--- config.mk ---
export PLATFORM = sky130hd
export DESIGN_NAME = dafir_serial
export DESIGN_NICKNAME = d
export VERILOG_FILES = /design/src/rtl/dafir_pkg.sv /design/src/rtl/dafir_tapline.sv /design/src/rtl/dafir_table.sv /design/src/rtl/dafir_shacc.sv /design/src/rtl/dafir_serial.sv
export SDC_FILE = /design/constraint.sdc
export NUM_CORES = 1
export LEC_CHECK = 0
export ABC_AREA = 1
export BUFFER_PORTS_ARGS = -buffer_cell sky130_fd_sc_hd__buf_4
export CAP_MARGIN = 5
export CORE_ASPECT_RATIO = 1.2
export CORE_MARGIN = 4
export CORE_UTILIZATION = 48
export CTS_CLUSTER_DIAMETER = 200
export DETAILED_ROUTE_END_ITERATION = 16
export SLEW_MARGIN = 25
export SYNTH_ARGS = -nofsm -noshare
export SYNTH_HDL_FRONTEND = slang
export SYNTH_SLANG_ARGS = --single-unit
--- constraint.sdc ---
create_clock -name clk -period 5.75 [get_ports clk]
set_input_delay 1.15 -clock clk [delete_from_list [all_inputs] [get_ports clk]]
set_output_delay 1.15 -clock clk [all_outputs]
set_load 0.02 [all_outputs]
--- src/rtl/dafir_pkg.sv ---
`timescale 1ns/1ps
package dafir_pkg;
  // Coarse activity of the filter, exposed for assertions
  typedef enum logic [1:0] {
    CTL_IDLE  = 2'd0,
    CTL_BUILD = 2'd1,
    CTL_RUN   = 2'd2
  } ctl_state_t;
endpackage

--- src/rtl/dafir_tapline.sv ---
`timescale 1ns/1ps
module dafir_tapline #(
  parameter int NTAPS = 4,
  parameter int DW    = 8,
  localparam int BW   = (DW > 1) ? $clog2(DW) : 1
) (
  input  logic             clk,
  input  logic             rst_n,
  input  logic             load,
  input  logic [DW-1:0]    din,
  input  logic [BW-1:0]    bit_sel,
  output logic [NTAPS-1:0] column
);
  logic [DW-1:0] taps [NTAPS];

  always_ff @(posedge clk or negedge rst_n) begin
    if (!rst_n) begin
      for (int i = 0; i < NTAPS; i++) taps[i] <= '0;
    end else if (load) begin
      taps[0] <= din;
      for (int i = 1; i < NTAPS; i++) taps[i] <= taps[i-1];
    end
  end

  // One bit of equal weight from every tap forms the table address
  for (genvar g = 0; g < NTAPS; g++) begin : g_col
    assign column[g] = taps[g][bit_sel];
  end
endmodule

--- src/rtl/dafir_table.sv ---
`timescale 1ns/1ps
module dafir_table #(
  parameter int NTAPS = 4,
  parameter int CW    = 8,
  localparam int IW      = (NTAPS > 1) ? $clog2(NTAPS) : 1,
  localparam int TW      = CW + IW,
  localparam int ENTRIES = 1 << NTAPS
) (
  input  logic                 clk,
  input  logic                 rst_n,
  input  logic                 wr_en,
  input  logic [IW-1:0]        wr_idx,
  input  logic [CW-1:0]        wr_data,
  input  logic [NTAPS-1:0]     rd_addr,
  output logic signed [TW-1:0] rd_data,
  output logic                 building
);
  logic signed [CW-1:0] coef [NTAPS];
  logic signed [TW-1:0] mem  [ENTRIES];
  logic [NTAPS-1:0]     build_cnt;
  logic                 build_last;

  // Sum of the coefficients selected by the set bits of sel
  function automatic logic signed [TW-1:0] partial_sum(input logic [NTAPS-1:0] sel);
    logic signed [TW-1:0] s;
    s = '0;
    for (int i = 0; i < NTAPS; i++)
      if (sel[i]) s = s + TW'(coef[i]);
    return s;
  endfunction

  assign build_last = (build_cnt == {NTAPS{1'b1}});

  always_ff @(posedge clk or negedge rst_n) begin
    if (!rst_n) begin
      for (int i = 0; i < NTAPS; i++)   coef[i] <= '0;
      for (int k = 0; k < ENTRIES; k++) mem[k]  <= '0;
      build_cnt <= '0;
      building  <= 1'b0;
    end else if (wr_en) begin
      coef[wr_idx] <= wr_data;
      build_cnt    <= '0;
      building     <= 1'b1;
    end else if (building) begin
      mem[build_cnt] <= partial_sum(build_cnt);
      build_cnt      <= build_cnt + 1'b1;
      if (build_last) building <= 1'b0;
    end
  end

  assign rd_data = mem[rd_addr];

  AST_WRITE_RESTARTS: assert property (@(posedge clk) disable iff (!rst_n)
    wr_en |=> (building && build_cnt == '0));
  AST_BUILD_CONTINUES: assert property (@(posedge clk) disable iff (!rst_n)
    (building && !wr_en && !build_last) |=> building);
endmodule

--- src/rtl/dafir_shacc.sv ---
`timescale 1ns/1ps
module dafir_shacc #(
  parameter int DW = 8,
  parameter int TW = 10,
  localparam int AW = TW + DW,
  localparam int BW = (DW > 1) ? $clog2(DW) : 1
) (
  input  logic                 clk,
  input  logic                 rst_n,
  input  logic                 start,
  input  logic signed [TW-1:0] term,
  output logic [BW-1:0]        bit_idx,
  output logic                 busy,
  output logic                 done,
  output logic signed [AW-1:0] result
);
  logic signed [AW-1:0] acc;
  logic signed [AW-1:0] acc_next;
  logic                 sign_cyc;

  // Table entry weighted by the current bit; subtracted on the sign bit
  function automatic logic signed [AW-1:0] weigh(input logic signed [TW-1:0] t,
                                                 input logic [BW-1:0] b);
    logic signed [AW-1:0] ext;
    ext = AW'(t);
    return ext <<< b;
  endfunction

  assign sign_cyc = (bit_idx == BW'(DW - 1));
  assign acc_next = sign_cyc ? (acc - weigh(term, bit_idx))
                             : (acc + weigh(term, bit_idx));

  always_ff @(posedge clk or negedge rst_n) begin
    if (!rst_n) begin
      acc     <= '0;
      bit_idx <= '0;
      busy    <= 1'b0;
      done    <= 1'b0;
      result  <= '0;
    end else begin
      done <= 1'b0;
      if (start) begin
        acc     <= '0;
        bit_idx <= '0;
        busy    <= 1'b1;
      end else if (busy) begin
        acc <= acc_next;
        if (sign_cyc) begin
          busy   <= 1'b0;
          done   <= 1'b1;
          result <= acc_next;
        end else begin
          bit_idx <= bit_idx + 1'b1;
        end
      end
    end
  end

  AST_START_CLEARS: assert property (@(posedge clk) disable iff (!rst_n)
    start |=> (busy && acc == '0 && bit_idx == '0));
  AST_DONE_IDLE: assert property (@(posedge clk) disable iff (!rst_n)
    done |-> !busy);
endmodule

--- src/rtl/dafir_serial.sv ---
`timescale 1ns/1ps
module dafir_serial #(
  parameter int NTAPS = 4,
  parameter int DW    = 8,
  parameter int CW    = 8,
  localparam int IW    = (NTAPS > 1) ? $clog2(NTAPS) : 1,
  localparam int TW    = CW + IW,
  localparam int OUT_W = TW + DW,
  localparam int BW    = (DW > 1) ? $clog2(DW) : 1
) (
  input  logic                    clk,
  input  logic                    rst_n,
  input  logic                    in_valid,
  input  logic [DW-1:0]           in_sample,
  output logic                    in_ready,
  input  logic                    coef_we,
  input  logic [IW-1:0]           coef_idx,
  input  logic [CW-1:0]           coef_val,
  output logic                    coef_ready,
  output logic                    out_valid,
  output logic signed [OUT_W-1:0] out_result
);
  import dafir_pkg::*;

  logic                 busy;
  logic                 building;
  logic                 accept;
  logic                 coef_accept;
  logic [BW-1:0]        bit_idx;
  logic [NTAPS-1:0]     column;
  logic signed [TW-1:0] term;
  ctl_state_t           ctl_state;

  assign in_ready    = !busy && !building;
  assign coef_ready  = !busy;
  assign coef_accept = coef_we && coef_ready;
  assign accept      = in_valid && in_ready && !coef_we;   // write wins
  assign ctl_state   = building ? CTL_BUILD : (busy ? CTL_RUN : CTL_IDLE);

  dafir_tapline #(.NTAPS(NTAPS), .DW(DW)) u_taps (
    .clk(clk), .rst_n(rst_n), .load(accept), .din(in_sample),
    .bit_sel(bit_idx), .column(column)
  );

  dafir_table #(.NTAPS(NTAPS), .CW(CW)) u_table (
    .clk(clk), .rst_n(rst_n), .wr_en(coef_accept), .wr_idx(coef_idx),
    .wr_data(coef_val), .rd_addr(column), .rd_data(term), .building(building)
  );

  dafir_shacc #(.DW(DW), .TW(TW)) u_acc (
    .clk(clk), .rst_n(rst_n), .start(accept), .term(term),
    .bit_idx(bit_idx), .busy(busy), .done(out_valid), .result(out_result)
  );

  AST_OUT_PULSE: assert property (@(posedge clk) disable iff (!rst_n)
    out_valid |=> !out_valid);
  AST_ACCEPT_BLOCKS: assert property (@(posedge clk) disable iff (!rst_n)
    accept |=> (!in_ready && ctl_state == CTL_RUN));
  AST_DONE_FREES: assert property (@(posedge clk) disable iff (!rst_n)
    out_valid |-> (ctl_state == CTL_IDLE));
  AST_WRITE_REBUILDS: assert property (@(posedge clk) disable iff (!rst_n)
    coef_accept |=> (!in_ready && ctl_state == CTL_BUILD));
  AST_BUSY_HOLDS_COEF: assert property (@(posedge clk) disable iff (!rst_n)
    (coef_we && busy) |=> !building);
endmodule

## Word-level counts from Yosys, hierarchy flattened

Index checks and enable logic that the tools add are counted.

| storage, ports and cells | value |
|---|---|
| register bits | 270 |
| bits of input ports | 22 |
| output and inout port bits | 21 |
| logic and storage cells | 113 |

| operators by class | value |
|---|---|
| add/subtract/negate cells | 7 |
| order comparisons | 6 |
| eq/ne operators | 3 |
| shifts and indexed selects | 1 |
| multiplexer cells | 46 |
| bitwise gates (word level) | 5 |
| reductions and logical operators | 14 |

Operator list:

| cell | count |
|---|---|
| bitwise mux 160 bit | 1 |
| 2-to-1 mux 10 bit | 15 |
| 2-to-1 mux 18 bit | 3 |
| binary-select mux 10 bit (select 4 bit) | 1 |
| demux 10 bit (select 4 bit) | 1 |
| bitwise mux 32 bit | 1 |
| adder 10 x 8 -> 10 bit | 3 |
| adder 18 bit | 1 |
| <<< shifter 10 x 3 -> 18 bit | 1 |
| subtractor 18 bit | 1 |
| demux 8 bit (select 2 bit) | 1 |
| 2-to-1 mux 1 bit | 13 |
| binary-select mux 1 bit (select 3 bit) | 4 |
| >= comparator 5 bit, second input constant | 2 |
| NOT 4 -> 5 bit | 2 |
| 2-to-1 mux 3 bit | 3 |
| 2-to-1 mux 4 bit | 2 |
| 2-to-1 mux 8 bit | 1 |
| logical AND 1 bit | 6 |
| less-than comparator 5 x 1 -> 1 bit, second input constant | 1 |
| adder 4 x 1 -> 4 bit, second input constant | 1 |
| equality test 4 bit, second input constant | 1 |
| less-than comparator 3 x 4 -> 1 bit, second input constant | 1 |
| AND reduction 2 bit | 2 |
| 10 further kinds | 14 |

## Longest topological paths before layout

Gate-level depths: netlist (run 1).

| logic depth | value |
|---|---|
| depth after elaboration | 16 |
| gate-level depth with buffers | 38 |
| depth with buffers taken out | 36 |

## By module

A second synthesis (run 1) with hierarchy kept.

| second synthesis, totals | value |
|---|---|
| cell total of the unflattened synthesis | 2,021 |
| area, all modules | 15,760.1 um2 |

By module, submodules not included:

| module | times used | cells an instance | area an instance (um2) |
|---|---|---|---|
| dafir_table | 1 | 1,349 | 10,807.9 |
| dafir_shacc | 1 | 454 | 3,347.0 |
| dafir_tapline | 1 | 210 | 1,570.3 |
| dafir_serial | 1 | 8 | 35.0 |

## Worst setup path after synthesis (run 1)

OpenSTA, ideal clock, no wires.

| path | value |
|---|---|
| path type | flip-flop to flip-flop |
| from | register u_table.build_cnt[0] |
| to | register u_table.mem[29] in the netlist's numbering |
| setup time | 83 ps |
| data arrival time | 4,741 ps |
| data required time | 5,667 ps |
| slack | 926 ps |
| cell stages (with the launch flop) | 29 |
| path buffers | 2 |
| cell sequence | dfrtp_1 > clkbuf_1 > nand2_1 > inv_1 > ha_1 > fa_1 > inv_1 > o21ai_0 > inv_1 > fa_1 > o21ai_0 > ha_1 > a21oi_1 > nor2_1 > o21ai_0 > nand2_1 > a21oi_1 > or2_2 > nand2_1 > a21oi_1 > nor2_1 > o21ai_0 > nand2_1 > a21oi_1 > o21ai_0 > xnor2_1 > clkbuf_1 > nand2_1 > o21ai_0 |

| between the ends | value |
|---|---|
| longest elaborated chain between the ends | 16 |
| elaborated cells between the ends (all ways) | 22 |

Ends and longest elaborated chain:

| element | line | text |
|---|---|---|
| from (decl) | dafir_table.sv:20 | `logic [NTAPS-1:0] build_cnt;` |
| from (signal assigned) | dafir_table.sv:46 | `build_cnt <= build_cnt + 1'b1;` |
| 2-to-1 mux 10 bit | dafir_table.sv:28 | `if (sel[i]) s = s + TW'(coef[i]);` |
| 2-to-1 mux 10 bit | dafir_table.sv:44 | `end else if (building) begin` |
| 2-to-1 mux 10 bit | dafir_table.sv:40 | `end else if (wr_en) begin` |
| adder 10 x 8 -> 10 bit | dafir_table.sv:28 |  |
| 2-to-1 mux 10 bit | dafir_table.sv:28 |  |
| 2-to-1 mux 10 bit | dafir_table.sv:44 |  |
| 2-to-1 mux 10 bit | dafir_table.sv:40 |  |
| adder 10 x 8 -> 10 bit | dafir_table.sv:28 |  |
| 2-to-1 mux 10 bit | dafir_table.sv:28 |  |
| 2-to-1 mux 10 bit | dafir_table.sv:44 |  |
| 2-to-1 mux 10 bit | dafir_table.sv:40 |  |
| adder 10 x 8 -> 10 bit | dafir_table.sv:28 |  |
| 2-to-1 mux 10 bit | dafir_table.sv:28 |  |
| 2-to-1 mux 10 bit | dafir_table.sv:44 |  |
| 2-to-1 mux 10 bit | dafir_table.sv:40 |  |
| bitwise mux 160 bit * | dafir_table.sv:45 | `mem[build_cnt] <= partial_sum(build_cnt);` |
| to (signal, indexed assignment) | dafir_table.sv:45 |  |
| to (decl) | dafir_table.sv:19 | `logic signed [TW-1:0] mem [ENTRIES];` |

Mark *: on every way between the ends. The rest lies on a longest branch, timed or not. The select of a mux whose other input is x is not followed.
A chain may end at the register's enable or synchronous reset.

## Worst setup path in the final report (run 1)

| path | value |
|---|---|
| from | register u_acc.bit_idx[0] |
| to | register u_acc.result[16] |

| between the ends | value |
|---|---|
| longest elaborated chain between the ends | 9 |
| elaborated cells between the ends (all ways) | 18 |

Ends and longest elaborated chain:

| element | line | text |
|---|---|---|
| from (decl) | dafir_shacc.sv:12 | `output logic [BW-1:0] bit_idx,` |
| from (signal assigned) | dafir_shacc.sv:53 | `bit_idx <= bit_idx + 1'b1;` |
| binary-select mux 1 bit (select 3 bit) | dafir_tapline.sv:27 | `assign column[g] = taps[g][bit_sel];` |
| 2-to-1 mux 1 bit (implied by the code) | dafir_tapline.sv:27 |  |
| NOT 4 -> 5 bit (implied by the code) | dafir_table.sv:51 | `assign rd_data = mem[rd_addr];` |
| binary-select mux 10 bit (select 4 bit) | dafir_table.sv:51 |  |
| 2-to-1 mux 10 bit (implied by the code) (2 in series) | dafir_table.sv:51 |  |
| <<< shifter 10 x 3 -> 18 bit | dafir_shacc.sv:26 | `return ext <<< b;` |
| adder 18 bit or subtractor 18 bit (tied branches) | dafir_shacc.sv:31, dafir_shacc.sv:30 |  |
| 2-to-1 mux 18 bit | dafir_shacc.sv:30 | `assign acc_next = sign_cyc ? (acc - weigh(term, bit_idx))` |
| to (signal assigned) | dafir_shacc.sv:51 | `result <= acc_next;` |
| to (decl) | dafir_shacc.sv:15 | `output logic signed [AW-1:0] result` |

Parallel ways exist; a longest one is shown, timed or not. The select of a mux whose other input is x is not followed.

==> summary.txt, run 1 <==
Run status
  – Run status: finished, final reports clean

Setup path
  – Data required time of the critical path: 6240 ps
  – Crit path max fanout: 34
  – Arr. time, crit path: 5750 ps
  – Critical Path Max Stage Delay: 460 ps
  – Critical setup path kind: flip-flop to flip-flop
  – Worst path slowest cell: dfrtp_1
  – Sort of element at the end of the critical path: flip-flop
  – Kind of start point of the critical path: flip-flop

Floorplanning
  – Full die area: 0.03423 mm²
  – Vertical extent of the die: 201.9 µm
  – Number of rows in the core area: 70
  – Horiz. Die Dim: 169.6 µm
  – Area of the core: 0.03065 mm²
  – Top-level I/O count: 43
  – Effective utilization at floorplan: 49.04%

Yosys
  – Share of Yosys cell area claimed by the top area cell type: 44.94%
  – Cell types occupying the most area after synthesis: dfrtp_1, nand2_1, o21ai_0, nand3_1, inv_1
  – Area leader, netlist: dfrtp_1
  – Post-synth EDFFs: 0
  – Most common flop cell mapped by yosys: dfrtp_1
  – Syn. warnings: 0
  – Register area share after synthesis: 44.94%
  – Number of storage elements in the synthesis netlist: 270
  – Yosys cell types: 43
  – Number of instances in the synthesized netlist: 1975
  – Synthesized netlist net count: 2051
  – Average footprint of a synthesized cell: 7.612 µm²
  – Share of synthesized registers carrying an async set or reset: 100.0%
  – Cell area after synthesis: 0.01503 mm²

Cells and area
  – Fraction of layout cells with a size suffix above 1: 8.061%
  – Diode count: 0
  – Multi-input combinational cell area: 0.007032 mm²
  – Nets: 2074
  – Synthesis-to-finish area growth: 12.12%
  – Number of fill cells: 2978
  – Final Util: 54.99%
  – Area taken by flip-flops and latches: 0.006759 mm²

Placed design
  – Final weighted congestion of routability-driven global placement: 0.8734
  – HPWL Detailed: 27630 µm
  – PortBufs: 42

Power
  – Net switching fraction of the power: 32.72%
  – Fraction of power consumed by the clock network: 34.1%
  – P per Cell Area: 339.3 mW/mm²
  – Peak VDD IR: 0.2450 mV
  – Share of power burned in combinational logic: 26.6%
  – Sequential share of power: 39.4%
  – P_sw: 1872 µW
  – Internal power contribution: 3848 µW
  – Static leakage: 0.008247 µW

Global routing
  – First-pass GRT wire length: 65690 µm
  – Global routing usage summed across all routing layers: 23.13%
  – Most Used Layer, Global Route: met2
  – Fraction of met1 tracks used by global routing: 30.29%
  – Overflow left after global routing: 0
  – Maximum number of pins on one net before global-route repair: 147
  – Number of global-route vias before repair: 12701
  – Met3 global-route usage: 2.817%
  – Met2 Usage GRT: 40.64%
  – Initial antenna violation count: 0

Detailed routing
  – Routed wirelength normalized by instance count: 16.37 µm
  – First-pass detailed-route iteration total: 5
  – Remaining antenna violation count after routing: 0
  – Number of design-rule violations left by the first detailed-router iteration: 902
  – Via count of the routed design: 12806
  – Overall routed net length: 39580 µm
  – DRC violations left: 0
  – Drt via density: 5.296

STA
  – Transition time of the tightest slew-check pin: 903.6 ps
  – Max_slew headroom: 39.54%
  – Peak Freq: 0.1902 GHz
  – Portion of the clock cycle consumed by the worst path in the final layout: 91.46%
  – Post-Route Skew: 14.24 ps
  – Number of hold violations in the final report: 0
  – Final setup violation count: 0
  – Number of max-slew violations in the final report: 0
  – Post-route minimum period: 5259 ps
  – Setup repair after global routing missed its margin: no
  – Final total negative setup slack: 0 ps

Flow run
  – Max-cap violation count: 0

Clocking
  – Count of clock tree sinks: 270
  – Number of H-tree branching levels: 1
  – Number of buffers inserted during clock tree synthesis: 30
  – Buffer depth of the longest clock path: 3
  – Clock latency at the later pin of the worst-skew pair: 570 ps
  – Clock transition at the registers of the reported paths: 60 ps
  – Root Buffer: clkbuf_16
  – TritonCTS clock tree: built

Worst hold path
  – Min-Delay Path Class: flip-flop to flip-flop
[worst max-delay path: cells and delay by family, from the launching register on]
kind / cells / cell delay [ps]
AOI/OAI and AO/OA: 6 / 960
buffers and inverters: 4 / 770
adders and majority gates: 1 / 360
DFF: 1 / 460
and+or+nand+nor: 21 / 2280
xor gates and xnor gates: 2 / 330
[power groups by stage]
| stage | clock, µW | combinational (µW) | sequential, µW |
|---|---|---|---|
| 6_report | 1950 | 1520 | 2250 |
| 5_1_grt | 2070 | 1740 | 2280 |
| 4_1_cts | 1990 | 1500 | 2250 |
| 3_5_place_dp | 0 | 1500 | 2280 |
| 3_3_place_gp | 0 | 1470 | 2280 |
| 2_1_floorplan | 0 | 1090 | 2250 |
[what timing repair did]
item / 4_1_cts / 5_1_grt
gates resized for setup: 0 / 22
endpoints found under the setup margin: 0 / 27
hold buffers: 0 / 0
buffers inserted: 0 / 2
[placed cells by master (no fill, tap or decap), types with 3 or more instances in the layout]
master / instances
o21ai_0: 282
nand2_1: 564
nand3_1: 235
o31ai_1: 4
ha_1: 50
o21ai_1: 17
o211ai_1: 3
or2_2: 5
clkbuf_16: 32
nand3b_1: 43
buf_4: 79
inv_2: 3
inv_1: 208
a21oi_1: 51
nand4_1: 5
xnor2_1: 14
clkinv_2: 8
nand2_2: 4
xor2_1: 18
a31oi_1: 5
clkbuf_1: 8
and2_1: 5
buf_12: 4
nor3_1: 4
fa_1: 4
clkbuf_8: 7
dfrtp_1: 268
nor2_1: 55
clkinv_1: 4
[layer usage]
metal / wire length [µm] / vias up / part of all wire, %
met1: 17340 / 6035 / 44
li1: - / 6487 / -
met4: 757 / 0 / 1.9
met2: 19960 / 226 / 50
met5: 0 / - / 0
met3: 1513 / 58 / 3.8
[per-stage QoR]
step	power [µW]	std cells	instance area (µm²)	hold WS (ps)	worst slack (ps)
global placement	3753	2358	15750	457.6	304.3
global route	6088	2418	16860	489.1	41.45
detailed placement	3776	2358	15750	464.0	135.4
finish	5720	2418	16860	475.3	491.3
CTS	5745	2414	16750	478.7	104.0
floorplan	3336	1975	15030	444.4	926.0
[flip-flops by register name, indices dropped and copies added (netlist names)]
register / flops
u_acc.acc: 18
u_acc.bit_idx: 3
u_acc.busy: 1
u_acc.done: 1
u_acc.result: 18
u_table.build_cnt: 4
u_table.building: 1
u_table.coef: 32
u_table.mem: 160
u_taps.taps: 32
[cell type report]
cell class,instances,share of cell area (%)
multi-input combinational,1392,41.72
sequential,270,40.10
timing repair buffer,86,4.394
inverter,218,4.906
tap,396,2.939
clock inverter,10,0.5938
clock buffer,46,5.352
[worst paths after layout]
| kind | startpoint | endpoint | slack [ps] | cells past startpoint |
|---|---|---|---|---|
| setup / recovery | u_acc.bit_idx[0]$_DFFE_PN0P_ | u_acc.result[16]$_DFFE_PN0P_ | 490 | 34 |
| hold / removal | u_table.mem[87]$_DFFE_PN0P_ | u_table.mem[87]$_DFFE_PN0P_ | 480 | 2 |
| setup reg to reg | u_acc.bit_idx[0]$_DFFE_PN0P_ | u_acc.result[16]$_DFFE_PN0P_ | 490 | 34 |
| hold reg to reg | u_table.mem[87]$_DFFE_PN0P_ | u_table.mem[87]$_DFFE_PN0P_ | 480 | 2 |
| max in group asynchronous | rst_n | u_table.build_cnt[0]$_DFFE_PN0P_ | 3950 | 2 |
| min in group asynchronous | rst_n | u_acc.result[12]$_DFFE_PN0P_ | 500 | 1 |
[cells in the mapped netlist (5+ instances only)]
cell type	n
a21oi_1	51
a31oi_1	5
and2_1	5
buf_2	26
buf_4	11
buf_6	6
clkbuf_1	50
clkinv_1	5
dfrtp_1	270
ha_1	50
inv_1	209
nand2_1	564
nand3_1	235
nand3b_1	43
nand4_1	5
nor2_1	55
nor3_1	5
o21ai_0	293
o21ai_1	7
o31ai_1	5
or2_2	5
xnor2_1	14
xor2_1	18
[kinds of logic after synthesis]
| kind of cell | synth area share [%] |
|---|---|
| simple gates | 26.79 |
| compound gates | 13.02 |
| buf+inv | 8.630 |
| flops | 44.94 |
| fa+ha+maj | 4.694 |
| xor+xnor | 1.864 |
| mux | 0.06658 |
(Power assumes the default switching activity.)
==> run 2, diff against run 1 <==
Settings changed: SETUP_SLACK_MARGIN set to 0.15, SYNTH_HIERARCHICAL set to 1.
==> run 2 against run 1 <==
Net effect: sequential power grew 6%; synthesized area grew 4.8%; critical path depth decreased by 7; core utilization down 1.6 points; clock skew rose by 11 ps; clock power shrank 3%; die area is 4.6% higher; maximum frequency increased by 1.3%; combinational power up 150%; count of clock-buffer cells in the layout rose by 1; sequential share of layout area decreased by 0.99 points; first-iteration DRC count increased by 13%; critical endpoint is now u_acc/acc[11]$_DFFE_PN0P_; largest cell class unchanged.
==> summary.txt, run 2 <==
Cells and area
  – Number of fill cells: 3151 (was 2978)
  – Top library cells by usage in the layout, fill and taps aside: nand2_1, dfrtp_1, nand3_1 (was nand2_1, o21ai_0, dfrtp_1)
  – Diode count: 0 (unchanged)
  – Post-route insts no fill: 2447 (was 2418)
  – Largest registers: u_table/mem (160), u_table/coef (32), u_taps/taps (32) (was u_table.mem (160), u_table.coef (32), u_taps.taps (32))
  – Register containing the most flip-flops in the final layout: u_table/mem (was u_table.mem)
  – Nets: 2095 (was 2074)
  – Fraction of layout cells with a size suffix above 1: 11.03% (was 8.061%)
  – Commonest non-fill, non-tap cell in the layout: nand2_1 (unchanged)
  – Synthesis-to-finish area growth: 9.638% (was 12.12%)
  – Final Cell Area: 0.01728 mm² (was 0.01686 mm²)
  – Flip-flop count of the largest register after layout: 160 (unchanged)

Floorplanning
  – Vertical extent of the die: 206.5 µm (was 201.9 µm)
  – Top-level I/O count: 43 (unchanged)
  – Effective utilization at floorplan: 48.73% (was 49.04%)
  – Number of rows in the core area: 72 (was 70)
  – Horiz. Die Dim: 173.4 µm (was 169.6 µm)
  – Area of the core: 0.03234 mm² (was 0.03065 mm²)
  – Full die area: 0.03581 mm² (was 0.03423 mm²)

Detailed routing
  – DRC violations left: 0 (unchanged)
  – Via count of the routed design: 13345 (was 12806)
  – Remaining antenna violation count after routing: 0 (unchanged)
  – Routed wirelength normalized by instance count: 16.97 µm (was 16.37 µm)
  – Number of design-rule violations left by the first detailed-router iteration: 1023 (was 902)
  – Drt via density: 5.454 (was 5.296)
  – Overall routed net length: 41540 µm (was 39580 µm)
  – First-pass detailed-route iteration total: 7 (was 5)

Global routing
  – Global routing usage summed across all routing layers: 23.26% (was 23.13%)
  – Initial antenna violation count: 0 (unchanged)
  – Number of global-route vias before repair: 13044 (was 12701)
  – Overflow left after global routing: 0 (unchanged)
  – Maximum number of pins on one net before global-route repair: 121 (was 147)
  – First-pass GRT wire length: 68370 µm (was 65690 µm)

STA
  – Post-route minimum period: 5189 ps (was 5259 ps)
  – Number of hold violations in the final report: 0 (unchanged)
  – Post-Route Skew: 25.53 ps (was 14.24 ps)
  – Final setup violation count: 0 (unchanged)
  – Number of max-slew violations in the final report: 0 (unchanged)
  – Transition time of the tightest slew-check pin: 819.6 ps (was 903.6 ps)
  – Portion of the clock cycle consumed by the worst path in the final layout: 90.25% (was 91.46%)
  – Final worst hold slack: 444.5 ps (was 475.3 ps)
  – Final total negative setup slack: 0 ps (unchanged)
  – Setup repair after global routing missed its margin: yes (was no)
  – Max_slew headroom: 45.23% (was 39.54%)
  – Peak Freq: 0.1927 GHz (was 0.1902 GHz)

Clocking
  – Root Buffer: clkbuf_16 (unchanged)
  – Number of buffers inserted during clock tree synthesis: 30 (unchanged)
  – TritonCTS clock tree: built (unchanged)
  – Clock transition at the registers of the reported paths: 60 ps (about the same)
  – Buffer depth of the longest clock path: 3 (unchanged)
  – Clock latency at the later pin of the worst-skew pair: 580 ps (was 570 ps)
  – Count of clock tree sinks: 270 (unchanged)
  – Number of H-tree branching levels: 1 (unchanged)

Power
  – Overall power consumption: 8034 µW (was 5720 µW)
  – Peak VDD IR: 0.2614 mV (was 0.2450 mV)
  – P per Cell Area: 465.0 mW/mm² (was 339.3 mW/mm²)
  – Static leakage: 0.008766 µW (was 0.008247 µW)

Setup path
  – Worst Setup SP: u_acc/bit_idx[0]$_DFFE_PN0P_ (was u_acc.bit_idx[0]$_DFFE_PN0P_)
  – Kind of start point of the critical path: flip-flop (unchanged)
  – Sort of element at the end of the critical path: flip-flop (unchanged)
  – Crit path max fanout: 12 (was 34)
  – Depth of the most critical reg-to-reg path: 27 (was 34)
  – Arr. time, crit path: 5640 ps (was 5750 ps)
  – Data required time of the critical path: 6200 ps (was 6240 ps)
  – Critical register-to-register path startpoint: u_acc/bit_idx[0]$_DFFE_PN0P_ (was u_acc.bit_idx[0]$_DFFE_PN0P_)
  – CP Capture Point: u_acc/acc[11]$_DFFE_PN0P_ (was u_acc.result[16]$_DFFE_PN0P_)
  – Reg-to-Reg End: u_acc/acc[11]$_DFFE_PN0P_ (was u_acc.result[16]$_DFFE_PN0P_)
  – Critical setup path kind: flip-flop to flip-flop (unchanged)
  – Flop-to-flop setup slack: 560 ps (was 490 ps)

Yosys
  – Most common library cells after synthesis: nand2_1, dfrtp_1, nand3_1, inv_1, o21ai_0 (was nand2_1, o21ai_0, dfrtp_1, nand3_1, inv_1)
  – Share of synthesized registers carrying an async set or reset: 100.0% (unchanged)
  – Number of instances in the synthesized netlist: 2021 (was 1975)
  – Register area share after synthesis: 42.87% (was 44.94%)
  – Share of Yosys cell area claimed by the top area cell type: 42.87% (was 44.94%)
  – Yosys cell types: 55 (was 43)
  – Area leader, netlist: dfrtp_1 (unchanged)
  – Cell area after synthesis: 0.01576 mm² (was 0.01503 mm²)
  – Synthesized netlist net count: 2096 (was 2051)
  – Most common flop cell mapped by yosys: dfrtp_1 (unchanged)
  – Cell types occupying the most area after synthesis: dfrtp_1, nand2_1, nand3_1, o21ai_0, inv_1 (was dfrtp_1, nand2_1, o21ai_0, nand3_1, inv_1)
  – Syn. warnings: 6 (was 0)
  – Post-synth EDFFs: 0 (unchanged)
  – Number of storage elements in the synthesis netlist: 270 (unchanged)
  – Average footprint of a synthesized cell: 7.798 µm² (was 7.612 µm²)
  – Most common cell in the synthesized netlist: nand2_1 (unchanged)

Run status
  – Run status: finished, final reports clean (unchanged)

Worst hold path
  – Min-Delay Path Class: primary input to async pin (was flip-flop to flip-flop)

Placed design
  – HPWL Detailed: 29210 µm (was 27630 µm)
  – Cell count after placement: 2394 (was 2358)
  – PortBufs: 42 (unchanged)
  – Final weighted congestion of routability-driven global placement: 0.9057 (was 0.8734)
  – Placed instance area: 0.01628 mm² (was 0.01575 mm²)

Flow run
  – Max-cap violation count: 0 (unchanged)
## run 2: cell count changes after synthesis, sizes merged, moves of 7 or more
cell,previous run,this run
mux2i,1,41
nand2,569,644
o211ai,3,41
o21ai,300,239
nor2,56,67
inv,213,206
nand3b,43,1
nand3,238,208
a21oi,52,74
## run 2: layer usage
| metal | wire length [µm] | share of wire [%] | vias up | track usage [%] |
|---|---|---|---|---|
| met5 | 0 | 0 | - | 0 |
| met4 | 1213 | 2.9 | 0 | 7.813 |
| met3 | 1547 | 3.7 | 69 | 2.763 |
| met2 | 20420 | 49 | 273 | 40.94 |
| met1 | 18350 | 44 | 6392 | 29.97 |
| li1 | - | - | 6611 | - |
## run 2: logic make-up (layout without fill, tap and decap cells)
logic type	after synthesis	after routing	synth area share (%)
xor gates and xnor gates	35	35	1.945
buffers and inverters	301	320	8.217
AOI/OAI and AO/OA	381	381	13.72
adders and majority gates	53	53	4.398
DFF	270	270	42.87
muxes	41	41	2.683
and+or+nand+nor	940	940	26.17
## run 2: worst min path at each step
| stage | depth (start not counted) | start | endpoint | slack (ps) |
|---|---|---|---|---|
| 2_1_floorplan | 2 | u_table/mem[119]$_DFFE_PN0P_ | u_table/mem[119]$_DFFE_PN0P_ | 440 |
| 3_3_place_gp | 2 | u_table/mem[155]$_DFFE_PN0P_ | u_table/mem[155]$_DFFE_PN0P_ | 460 |
| 3_5_place_dp | 2 | u_table/mem[118]$_DFFE_PN0P_ | u_table/mem[118]$_DFFE_PN0P_ | 460 |
| 4_1_cts | 2 | u_table/mem[117]$_DFFE_PN0P_ | u_table/mem[117]$_DFFE_PN0P_ | 480 |
| 5_1_grt | 1 | rst_n | u_taps/taps[25]$_DFFE_PN0P_ | 450 |
| 6_report | 1 | rst_n | u_taps/taps[25]$_DFFE_PN0P_ | 440 |
## run 2: through the flow
| stage | util [%] | setup slack [ps] |
|---|---|---|
| 6_report | 53.43 | 560.6 |
| 5_1_grt | 53.43 | 136.8 |
| 4_1_cts | 53.31 | 365.8 |
| 3_5_place_dp | 50.34 | 466.4 |
| 3_3_place_gp | 50.34 | 497.6 |
| 2_1_floorplan | - | 1118 |
## run 2: timing repair
action                     CTS  global route
setup endpoints to repair    0            16
hold buffers                 0             0
resized for setup            0             3
setup buffers                0             0
## run 2: critical path, cell delays in order, from the launching register on
cell and delay (ps):
dfrtp_2 500, buf_4 190, nand2_1 70, nand3_1 80, nand2_1 80, nand2_1 40
nand2_1 390, clkinv_1 430, o211ai_1 240, nand2_1 120, nand2_1 110, nand3_1 100
nand3_1 170, nand2_1 70, nor2_1 150, nand2_2 120, nand2_1 100, o21ai_0 130
xor2_1 250, ha_1 320, nand2_1 120, nor2_1 70, nand4_1 120, nor2_1 60
nor2_1 310, o21ai_0 160, or2_2 310, a32o_1 220
## run 2: layout make-up
type	instances	area, µm²	area share, %
timing repair buffer	61	535.5	3.099
clock inverter	5	65.06	0.3765
inverter	207	787.0	4.555
tap	407	509.2	2.947
multi-input combinational	1450	7730	44.74
sequential	270	6758	39.11
clock buffer	47	894.6	5.177
## run 2: report_power, final
group,switching (µW),internal (µW)
Sequential,185,2190
Clock,787,1100
Combinational,2450,1310
